**config.mk**
```make
export PLATFORM = sky130hd
export DESIGN_NAME = irq_status_unit
export DESIGN_NICKNAME = d
export VERILOG_FILES = /design/src/rtl/irq_pkg.sv /design/src/rtl/irq_event_detect.sv /design/src/rtl/irq_repeat_timer.sv /design/src/rtl/irq_status_core.sv /design/src/rtl/irq_status_unit.sv
export SDC_FILE = /design/constraint.sdc
export NUM_CORES = 1
export LEC_CHECK = 0
export ABC_CLOCK_PERIOD_IN_PS = 2000
export BUFFER_PORTS_ARGS = -buffer_cell sky130_fd_sc_hd__buf_2
export CORE_ASPECT_RATIO = 0.7
export CORE_MARGIN = 2
export CORE_UTILIZATION = 59
export CTS_BUF_LIST = sky130_fd_sc_hd__clkbuf_4
export DETAILED_ROUTE_END_ITERATION = 8
export PLACE_DENSITY_LB_ADDON = 0.08
export REMOVE_ABC_BUFFERS = 1
export SYNTH_ARGS = -nofsm -noshare
export SYNTH_HDL_FRONTEND = slang
export SYNTH_HIERARCHICAL = 1
export SYNTH_SLANG_ARGS = --single-unit
```
**constraint.sdc**
```tcl
create_clock -name clk -period 2 [get_ports clk]
set_input_delay 0.2 -clock clk [delete_from_list [all_inputs] [get_ports clk]]
set_output_delay 0.2 -clock clk [all_outputs]
set_load 0.05 [all_outputs]
```
**src/rtl/irq_pkg.sv**
```systemverilog
package irq_pkg;
    localparam int NUM_EV = 5;
    localparam int ADDR_W = 2;
    localparam int DATA_W = 8;

    localparam int EV_ALIGN = 0;
    localparam int EV_LINE  = 1;
    localparam int EV_POOL  = 2;
    localparam int EV_MF    = 3;
    localparam int EV_SIG   = 4;

    localparam logic [ADDR_W-1:0] A_STATUS  = 2'd0;
    localparam logic [ADDR_W-1:0] A_MASK    = 2'd1;
    localparam logic [ADDR_W-1:0] A_CTRL    = 2'd2;
    localparam logic [ADDR_W-1:0] A_SUMMARY = 2'd3;

    typedef logic [NUM_EV-1:0] ev_vec_t;
endpackage

```
**src/rtl/irq_event_detect.sv**
```systemverilog
module irq_event_detect import irq_pkg::*; (
    input  logic    clk,
    input  logic    rst_n,
    input  logic    lof_i,
    input  logic    tx_open_i,
    input  logic    tx_short_i,
    input  logic    sim_active_i,
    input  logic    mf_start_i,
    input  logic    pool_room_i,
    input  logic    sig_fire_i,
    output ev_vec_t ev_o
);
    typedef struct packed {
        logic lof;
        logic open;
        logic short_l;
        logic sim;
        logic primed;
    } det_t;

    det_t q, d;
    logic lof_fell, sim_done, open_rose, short_moved;

    always_comb begin
        d         = q;
        d.lof     = lof_i;
        d.open    = tx_open_i;
        d.short_l = tx_short_i;
        d.sim     = sim_active_i;
        d.primed  = 1'b1;

        lof_fell    = q.primed & q.lof & ~lof_i;
        sim_done    = q.primed & q.sim & ~sim_active_i & ~lof_i;
        open_rose   = q.primed & ~q.open & tx_open_i;
        short_moved = q.primed & (q.short_l ^ tx_short_i);

        ev_o           = '0;
        ev_o[EV_ALIGN] = lof_fell | sim_done;
        ev_o[EV_LINE]  = open_rose | short_moved;
        ev_o[EV_POOL]  = pool_room_i;
        ev_o[EV_MF]    = mf_start_i;
        ev_o[EV_SIG]   = sig_fire_i;
    end

    always_ff @(posedge clk or negedge rst_n) begin
        if (!rst_n) q <= '0;
        else        q <= d;
    end

    // any change of the short status is reported once primed
    a_r7_short_change: assert property (@(posedge clk) disable iff (!rst_n)
        (q.primed && $past(q.primed) && $changed(tx_short_i)) |-> ev_o[EV_LINE]);
    // a falling loss-of-alignment level reports regained alignment
    a_r8_align_regain: assert property (@(posedge clk) disable iff (!rst_n)
        (q.primed && $past(q.primed) && $fell(lof_i)) |-> ev_o[EV_ALIGN]);
endmodule

```
**src/rtl/irq_repeat_timer.sv**
```systemverilog
module irq_repeat_timer #(
    parameter int REPEAT_CYCLES = 16
) (
    input  logic clk,
    input  logic rst_n,
    input  logic ss7_i,
    input  logic sig_err_i,
    input  logic frame_ok_i,
    output logic fire_o
);
    localparam int CNT_W = $clog2(REPEAT_CYCLES + 1);
    localparam logic [CNT_W-1:0] LAST = CNT_W'(REPEAT_CYCLES - 1);

    typedef struct packed {
        logic             armed;
        logic [CNT_W-1:0] cnt;
    } tmr_t;

    tmr_t q, d;
    logic wrap;

    always_comb begin
        d    = q;
        wrap = q.armed && (q.cnt == LAST);
        if (!ss7_i) begin
            d.armed = 1'b0;
            d.cnt   = '0;
        end else if (sig_err_i) begin
            d.armed = 1'b1;
            d.cnt   = '0;
        end else if (frame_ok_i) begin
            d.armed = 1'b0;
            d.cnt   = '0;
        end else if (q.armed) begin
            d.cnt = wrap ? '0 : q.cnt + 1'b1;
        end
        fire_o = ss7_i & (sig_err_i | wrap);
    end

    always_ff @(posedge clk or negedge rst_n) begin
        if (!rst_n) q <= '0;
        else        q <= d;
    end

    // a valid frame without a new error stops the re-raise
    a_r10_frame_stops: assert property (@(posedge clk) disable iff (!rst_n)
        (frame_ok_i && !sig_err_i) |=> (!fire_o || sig_err_i));
    // nothing fires outside signaling-unit mode
    a_r10_mode_gate: assert property (@(posedge clk) disable iff (!rst_n)
        !ss7_i |-> !fire_o);
endmodule

```
**src/rtl/irq_status_core.sv**
```systemverilog
module irq_status_core import irq_pkg::*; (
    input  logic              clk,
    input  logic              rst_n,
    input  ev_vec_t           ev_i,
    input  logic [ADDR_W-1:0] addr_i,
    input  logic              wr_en_i,
    input  logic [DATA_W-1:0] wdata_i,
    input  logic              rd_en_i,
    output logic [DATA_W-1:0] rdata_o,
    output logic              irq_o,
    output logic              ss7_o
);
    typedef struct packed {
        ev_vec_t           status;
        ev_vec_t           mask;
        logic              vis;
        logic              ss7;
        logic [DATA_W-1:0] rdata;
    } reg_t;

    reg_t    q, d;
    ev_vec_t rec;
    logic    rd_status;
    logic    pend;
    logic    unused_wbits;

    assign unused_wbits = ^wdata_i[DATA_W-1:NUM_EV];

    always_comb begin
        d         = q;
        rec       = ev_i & (~q.mask | {NUM_EV{q.vis}});
        rd_status = rd_en_i && (addr_i == A_STATUS);
        pend      = |(q.status & ~q.mask);

        d.status = (rd_status ? '0 : q.status) | rec;

        if (wr_en_i) begin
            case (addr_i)
                A_MASK: d.mask = wdata_i[NUM_EV-1:0];
                A_CTRL: begin
                    d.vis = wdata_i[0];
                    d.ss7 = wdata_i[1];
                end
                default: ;
            endcase
        end

        if (rd_en_i) begin
            case (addr_i)
                A_STATUS:  d.rdata = DATA_W'(q.status);
                A_MASK:    d.rdata = DATA_W'(q.mask);
                A_CTRL:    d.rdata = DATA_W'({q.ss7, q.vis});
                default:   d.rdata = DATA_W'(pend);
            endcase
        end
    end

    always_ff @(posedge clk or negedge rst_n) begin
        if (!rst_n) begin
            q.status <= '0;
            q.mask   <= '1;
            q.vis    <= 1'b0;
            q.ss7    <= 1'b0;
            q.rdata  <= '0;
        end else begin
            q <= d;
        end
    end

    assign rdata_o = q.rdata;
    assign irq_o   = pend;
    assign ss7_o   = q.ss7;

    // a status read with no new event leaves nothing set
    a_r1_read_clears: assert property (@(posedge clk) disable iff (!rst_n)
        (rd_status && rec == '0) |=> (q.status == '0));
    // an event colliding with a read-clear survives it
    a_r2_event_wins: assert property (@(posedge clk) disable iff (!rst_n)
        rd_status |=> ((q.status & $past(rec)) == $past(rec)));
    // with visibility off no masked bit becomes newly set
    a_r4_masked_dropped: assert property (@(posedge clk) disable iff (!rst_n)
        !q.vis |=> ((q.status & ~$past(q.status) & $past(q.mask)) == '0));
    // a quiet interrupt stays quiet unless an unmasked event arrives
    a_r5_masked_quiet: assert property (@(posedge clk) disable iff (!rst_n)
        (!irq_o && ((ev_i & ~q.mask) == '0) && !wr_en_i) |=> !irq_o);
endmodule

```
**src/rtl/irq_status_unit.sv**
```systemverilog
module irq_status_unit import irq_pkg::*; #(
    parameter int REPEAT_CYCLES = 16
) (
    input  logic              clk,
    input  logic              rst_n,
    input  logic              lof_i,
    input  logic              tx_open_i,
    input  logic              tx_short_i,
    input  logic              sim_active_i,
    input  logic              mf_start_i,
    input  logic              pool_room_i,
    input  logic              sig_err_i,
    input  logic              frame_ok_i,
    input  logic [ADDR_W-1:0] addr_i,
    input  logic              wr_en_i,
    input  logic [DATA_W-1:0] wdata_i,
    input  logic              rd_en_i,
    output logic [DATA_W-1:0] rdata_o,
    output logic              irq_o
);
    ev_vec_t ev;
    logic    sig_fire;
    logic    ss7;

    irq_repeat_timer #(.REPEAT_CYCLES(REPEAT_CYCLES)) i_timer (
        .clk        (clk),
        .rst_n      (rst_n),
        .ss7_i      (ss7),
        .sig_err_i  (sig_err_i),
        .frame_ok_i (frame_ok_i),
        .fire_o     (sig_fire)
    );

    irq_event_detect i_detect (
        .clk          (clk),
        .rst_n        (rst_n),
        .lof_i        (lof_i),
        .tx_open_i    (tx_open_i),
        .tx_short_i   (tx_short_i),
        .sim_active_i (sim_active_i),
        .mf_start_i   (mf_start_i),
        .pool_room_i  (pool_room_i),
        .sig_fire_i   (sig_fire),
        .ev_o         (ev)
    );

    irq_status_core i_core (
        .clk     (clk),
        .rst_n   (rst_n),
        .ev_i    (ev),
        .addr_i  (addr_i),
        .wr_en_i (wr_en_i),
        .wdata_i (wdata_i),
        .rd_en_i (rd_en_i),
        .rdata_o (rdata_o),
        .irq_o   (irq_o),
        .ss7_o   (ss7)
    );
endmodule

```
Word-level counts from Yosys, hierarchy flattened
Index checks and enable logic that the tools add are counted.
{"block": "totals", "ff_bits": 31, "latchBits": 0, "ram_bits": 0, "mem_bits_ro": 0, "in_bits": 22, "output_inout_bits": 9, "mem_count": 0}
{"block": "classes", "add_sub_neg": 1, "mul": 0, "div": 0, "order_cmp": 0, "n_eq_ne": 5, "n_shift": 0, "n_mux": 8, "bitwise": 21, "reduce_logical": 6}
{"operator": "5-bit 2-to-1 mux", "n": 4}
{"operator": "5-bit one-hot mux with 3 select lines", "n": 1}
{"operator": "6-bit 2-to-1 mux", "n": 2}
{"operator": "5-bit AND", "n": 2}
{"operator": "5-bit OR", "n": 2}
{"operator": "1-bit AND", "n": 9}
{"operator": "5-bit by 1-bit adder with 5-bit output, second input constant", "n": 1}
{"operator": "5-bit by 4-bit equality test with 1-bit output, second input constant", "n": 1}
{"operator": "5-bit inverter", "n": 1}
{"operator": "5-bit OR reduction", "n": 1}
{"operator": "4-bit != test, second input constant", "n": 1}
{"operator": "2-bit AND reduction", "n": 2}
{"operator": "3-bit != test, second input constant", "n": 1}
{"operator": "1-bit inverter", "n": 3}
{"operator": "1-bit OR", "n": 3}
{"operator": "2-bit by 1-bit equality test with 1-bit output, second input constant", "n": 1}
{"operator": "2-bit equality test, second input constant", "n": 1}
{"operator": "1-bit logical AND", "n": 2}
{"operator": "2-bit zero test", "n": 1}
{"operator": "1-bit 2-to-1 mux", "n": 1}
{"operator": "1-bit XOR", "n": 1}

Depth between registers and ports, before layout
{"block": "depth", "ltp_word": 7, "ltp_mapped": 7, "mapped_depth_nobuf": 6}

Hierarchy
Netlist, hierarchy kept.
{"module": "irq_status_core", "n_inst": 1, "cells_each": 82, "area_each_um2": 854.6, "seq_area_each_um2": 431.7}
{"module": "irq_repeat_timer", "n_inst": 1, "cells_each": 31, "area_each_um2": 305.3, "seq_area_each_um2": 150.1}
{"module": "irq_event_detect", "n_inst": 1, "cells_each": 15, "area_each_um2": 193.9, "seq_area_each_um2": 125.1}

Worst setup path before layout
No wires, ideal clock.
{"block": "synth_timing", "path_kind": "register to register", "startpoint": "reg i_core/q[13] (netlist name)", "endpoint": "reg i_core.q, in the netlist i_core/rdata_o[0]", "setup_time_ps": 132, "t_arrival_ps": 1469, "setup_slack_ps": 399, "stages_incl_launch_ff": 5, "cell_sequence": "dfstp_2 -> inv_1 -> a222oi_1 -> o221ai_2 -> a2bb2oi_1"}
{"block": "synth_between", "elab_chain_cells": 4}
{"element": "start: declaration", "line": "irq_status_core.sv:21", "text": "reg_t q, d;"}
{"element": "5-bit inverter", "line": "irq_status_core.sv:33", "text": "pend = |(q.status & ~q.mask);"}
{"element": "5-bit AND", "line": "irq_status_core.sv:33"}
{"element": "5-bit OR reduction", "line": "irq_status_core.sv:33"}
{"element": "net irq_o", "line": "irq_status_unit.sv:19", "text": "output logic irq_o"}
{"element": "5-bit one-hot mux with 3 select lines", "line": "irq_status_core.sv:49", "text": "case (addr_i)"}
The timed path passes the listed nets, and every way through them passes these cells.
A chain may end at the register's enable or synchronous reset.

Worst setup path in the final report
{"block": "layout_timing", "startpoint": "reg i_core/q[13] (netlist name)", "endpoint": "out irq_o"}
{"block": "layout_between", "elab_chain_cells": 3}
{"element": "5-bit inverter", "line": "irq_status_core.sv:33"}
{"element": "5-bit AND", "line": "irq_status_core.sv:33"}
{"element": "5-bit OR reduction", "line": "irq_status_core.sv:33"}
{"element": "end: declaration", "line": "irq_status_unit.sv:19"}
Every way passes these cells.

==> metrics.txt <==
outcome finished, final reports clean; Slew @ Worst Pin 0.609 ns; Post-route DRC 0; number of diodes 0; count of cell types in the netlist 30; Crit Path Class reg -> out; Startpoint Class flop; synthesized instance count 128; clk slew on worst S/H paths 0.14 ns; Sw Share 31.7%; Mapped Area 1350 sq um; VDD IR max 0.632 mV; Tcrit/Tclk final 92.9%; crit path capture type output pin; Final Power 0.00126 W; Detail Route Antenna Nets 0; pre-CTS setup slack 0.422 ns; Flop pwr share 56.8%; TritonCTS clock tree done; Pre-antenna DRT Iters 4; share of cells above drive strength 1 28.7%; Syn Area/Cell 10.6 sq um; Max Slew Vio Count 0; Clk pwr share 19.5%; filler instances 179; routed len/inst 13.5 microns; final net count 174; Die ar. 2700 sq um; # setup viols final 0; CP arrival 1.66 ns; hpwl dp 1.76 mm; Chip Width 61.3 microns; H-tree depth 1; Lkg Pwr 0.725 nW; max_cap viols 0; Top Ports 31; clk sinks 28; final hold vios 0; M2 GR Usage 31.5%; Cell Int Power 0.000861 W; Max Root-Sink Buffers 2; core area 2150 sq um; RSZ-0062 raised after global routing no; routed vias/inst 5.14; Async SR Flop Fraction 100%; Top FF cell, synth dfrtp_1; post-synthesis sequential area ratio 52.2%; Slew HR 59.4%; Detailed Route WL 2.45 mm; setup ws final 0.142 ns; vias in the first global route 855; Cell Pwr Density 833 nW/um^2; vias after detailed routing 935; met1 GRT Util 33.8%; initial detailed-routing violation count 30; Fin Setup TNS 0 ns; number of buffers created by CTS 3; register bit count reported by yosys 28; hold crit path type in -> reg; global-route wire length before repair 4.11 mm; Die H 44.1 microns; clock skew 0.0114 ns; switching power 0.000399 W; Worst Path Max Fanout 3; top cells by area, synth dfrtp_1, dfstp_2, buf_4; Root Buffer Master clkbuf_4; RD Place Congestion 0.745; GRT overflow 0; Post-CTS Setup Bufs 0; GRT Total Usage 21.9%; GR Util met3 6.14%; Initial Util 62.8%; most frequent cell after synthesis dfrtp_1; post-route minimum period 1.86 ns; Worst EP required 1.80 ns; Post-synth EDFFs 0; top cells by count, synth dfrtp_1, nand2_1, buf_4; Peak Freq 538 MHz; gr busiest metal met1; antenna violations before repair 0; Comb pwr share 23.8%; Layout area overhead 11.8%; Std-Cell Rows 14; worst skew pair latency 0.32 ns; Yosys top cell by area dfrtp_1; pin count of the biggest net entering global routing 29; IO Port Bufs 24; Synth top area share 42.5%; Synth Warn # 6; final hold slack 0.0771 ns
flip-flops by register name, indices dropped and copies added, names as in the netlist:
name            count
i_core/q           11
i_core/ss7_o        1
i_detect/q          5
i_timer/q           6
i_core/rdata_o      5
power groups by stage:
stage	sequential, W	clock (W)	combinational (W)
detailed placement	0.000724	0	0.000287
finish	0.000716	0.000245	0.000300
global route	0.000730	0.000279	0.000329
floorplan	0.000761	0	0.000154
global placement	0.000719	0	0.000281
CTS	0.000714	0.000259	0.000296
worst max-delay path, cell delays in order (launching register included):
cell	delay, ns
dfstp_2	0.57
inv_1	0.06
a222oi_1	0.35
o221ai_2	0.17
buf_6	0.18
metrics by stage:
step	instance area [sq um]	util, %	cells
floorplan	1270	-	117
global placement	1430	66.3	173
detailed placement	1430	66.3	173
CTS	1510	70.0	182
global route	1510	70.3	182
finish	1510	70.3	182
what timing repair did:
item                                   in CTS  in global routing
resized for setup                           0                  3
hold buffers                                5                  0
setup endpoints to repair                   0                  1
endpoints found under the hold margin      27                  0
layout by cell type, fill, tap and decap left out, types with 2 or more instances in the layout:
master / Yosys / layout
buf_2: 0 / 23
o21a_1: 2 / 2
a22o_1: 2 / 2
nand2_1: 13 / 13
nor2_1: 8 / 8
o22ai_1: 3 / 3
mux2i_1: 5 / 5
clkbuf_4: 0 / 4
inv_1: 10 / 10
nand2b_1: 6 / 6
o211ai_1: 2 / 2
conb_1: 2 / 4
nand4_1: 2 / 2
nand3_1: 3 / 3
dlygate4sd3_1: 0 / 5
dfstp_2: 5 / 5
nor2b_1: 3 / 3
dfrtp_1: 23 / 23
o21ai_0: 4 / 4
a21oi_1: 4 / 4
mux2_2: 8 / 8
cell type report:
| class | instances | area (sq um) | area share, % |
|---|---|---|---|
| Timing Repair Buffer | 29 | 176 | 11.7 |
| Sequential cell | 28 | 707 | 46.7 |
| Multi-Input combinational cell | 79 | 523 | 34.5 |
| Clock buffer | 4 | 30.0 | 1.98 |
| Tap cell | 32 | 40.0 | 2.64 |
| Inverter | 10 | 37.5 | 2.48 |
metal layers:
metal | wire length, microns | vias up
met5 | 0 | -
met4 | 13 | 0
met3 | 120 | 2
met2 | 1090 | 29
met1 | 1220 | 440
li1 | - | 464
worst paths after layout:
| check | cells after the start | endpoint | start | slack [ns] |
|---|---|---|---|---|
| hold / removal | 2 | i_core/q[17]$_DFF_PN0_ | pool_room_i | 0.08 |
| max in group asynchronous | 2 | i_timer/q[5]$_DFFE_PN0P_ | rst_n | 1.19 |
| setup / recovery | 4 | irq_o | i_core/q[13]$_DFFE_PN1P_ | 0.14 |
| setup reg to reg | 4 | i_core/rdata_o[0]$_DFFE_PN0P_ | i_core/q[13]$_DFFE_PN1P_ | 0.58 |
| hold reg to reg | 2 | i_core/q[15]$_DFF_PN0_ | i_core/q[15]$_DFF_PN0_ | 0.51 |
| min in group asynchronous | 2 | i_detect/q[2]$_DFF_PN0_ | rst_n | 0.40 |
kinds of logic after synthesis:
| family | Yosys count | share of synthesized area [%] |
|---|---|---|
| mux | 13 | 10.4 |
| other cells | 2 | 0.555 |
| compound gates | 24 | 12.9 |
| xor+xnor | 2 | 1.29 |
| flops | 28 | 52.2 |
| buf+inv | 23 | 9.70 |
| simple gates | 35 | 12.0 |
| fa+ha+maj | 1 | 0.924 |
Note: power is estimated with default switching activity, not from simulation.
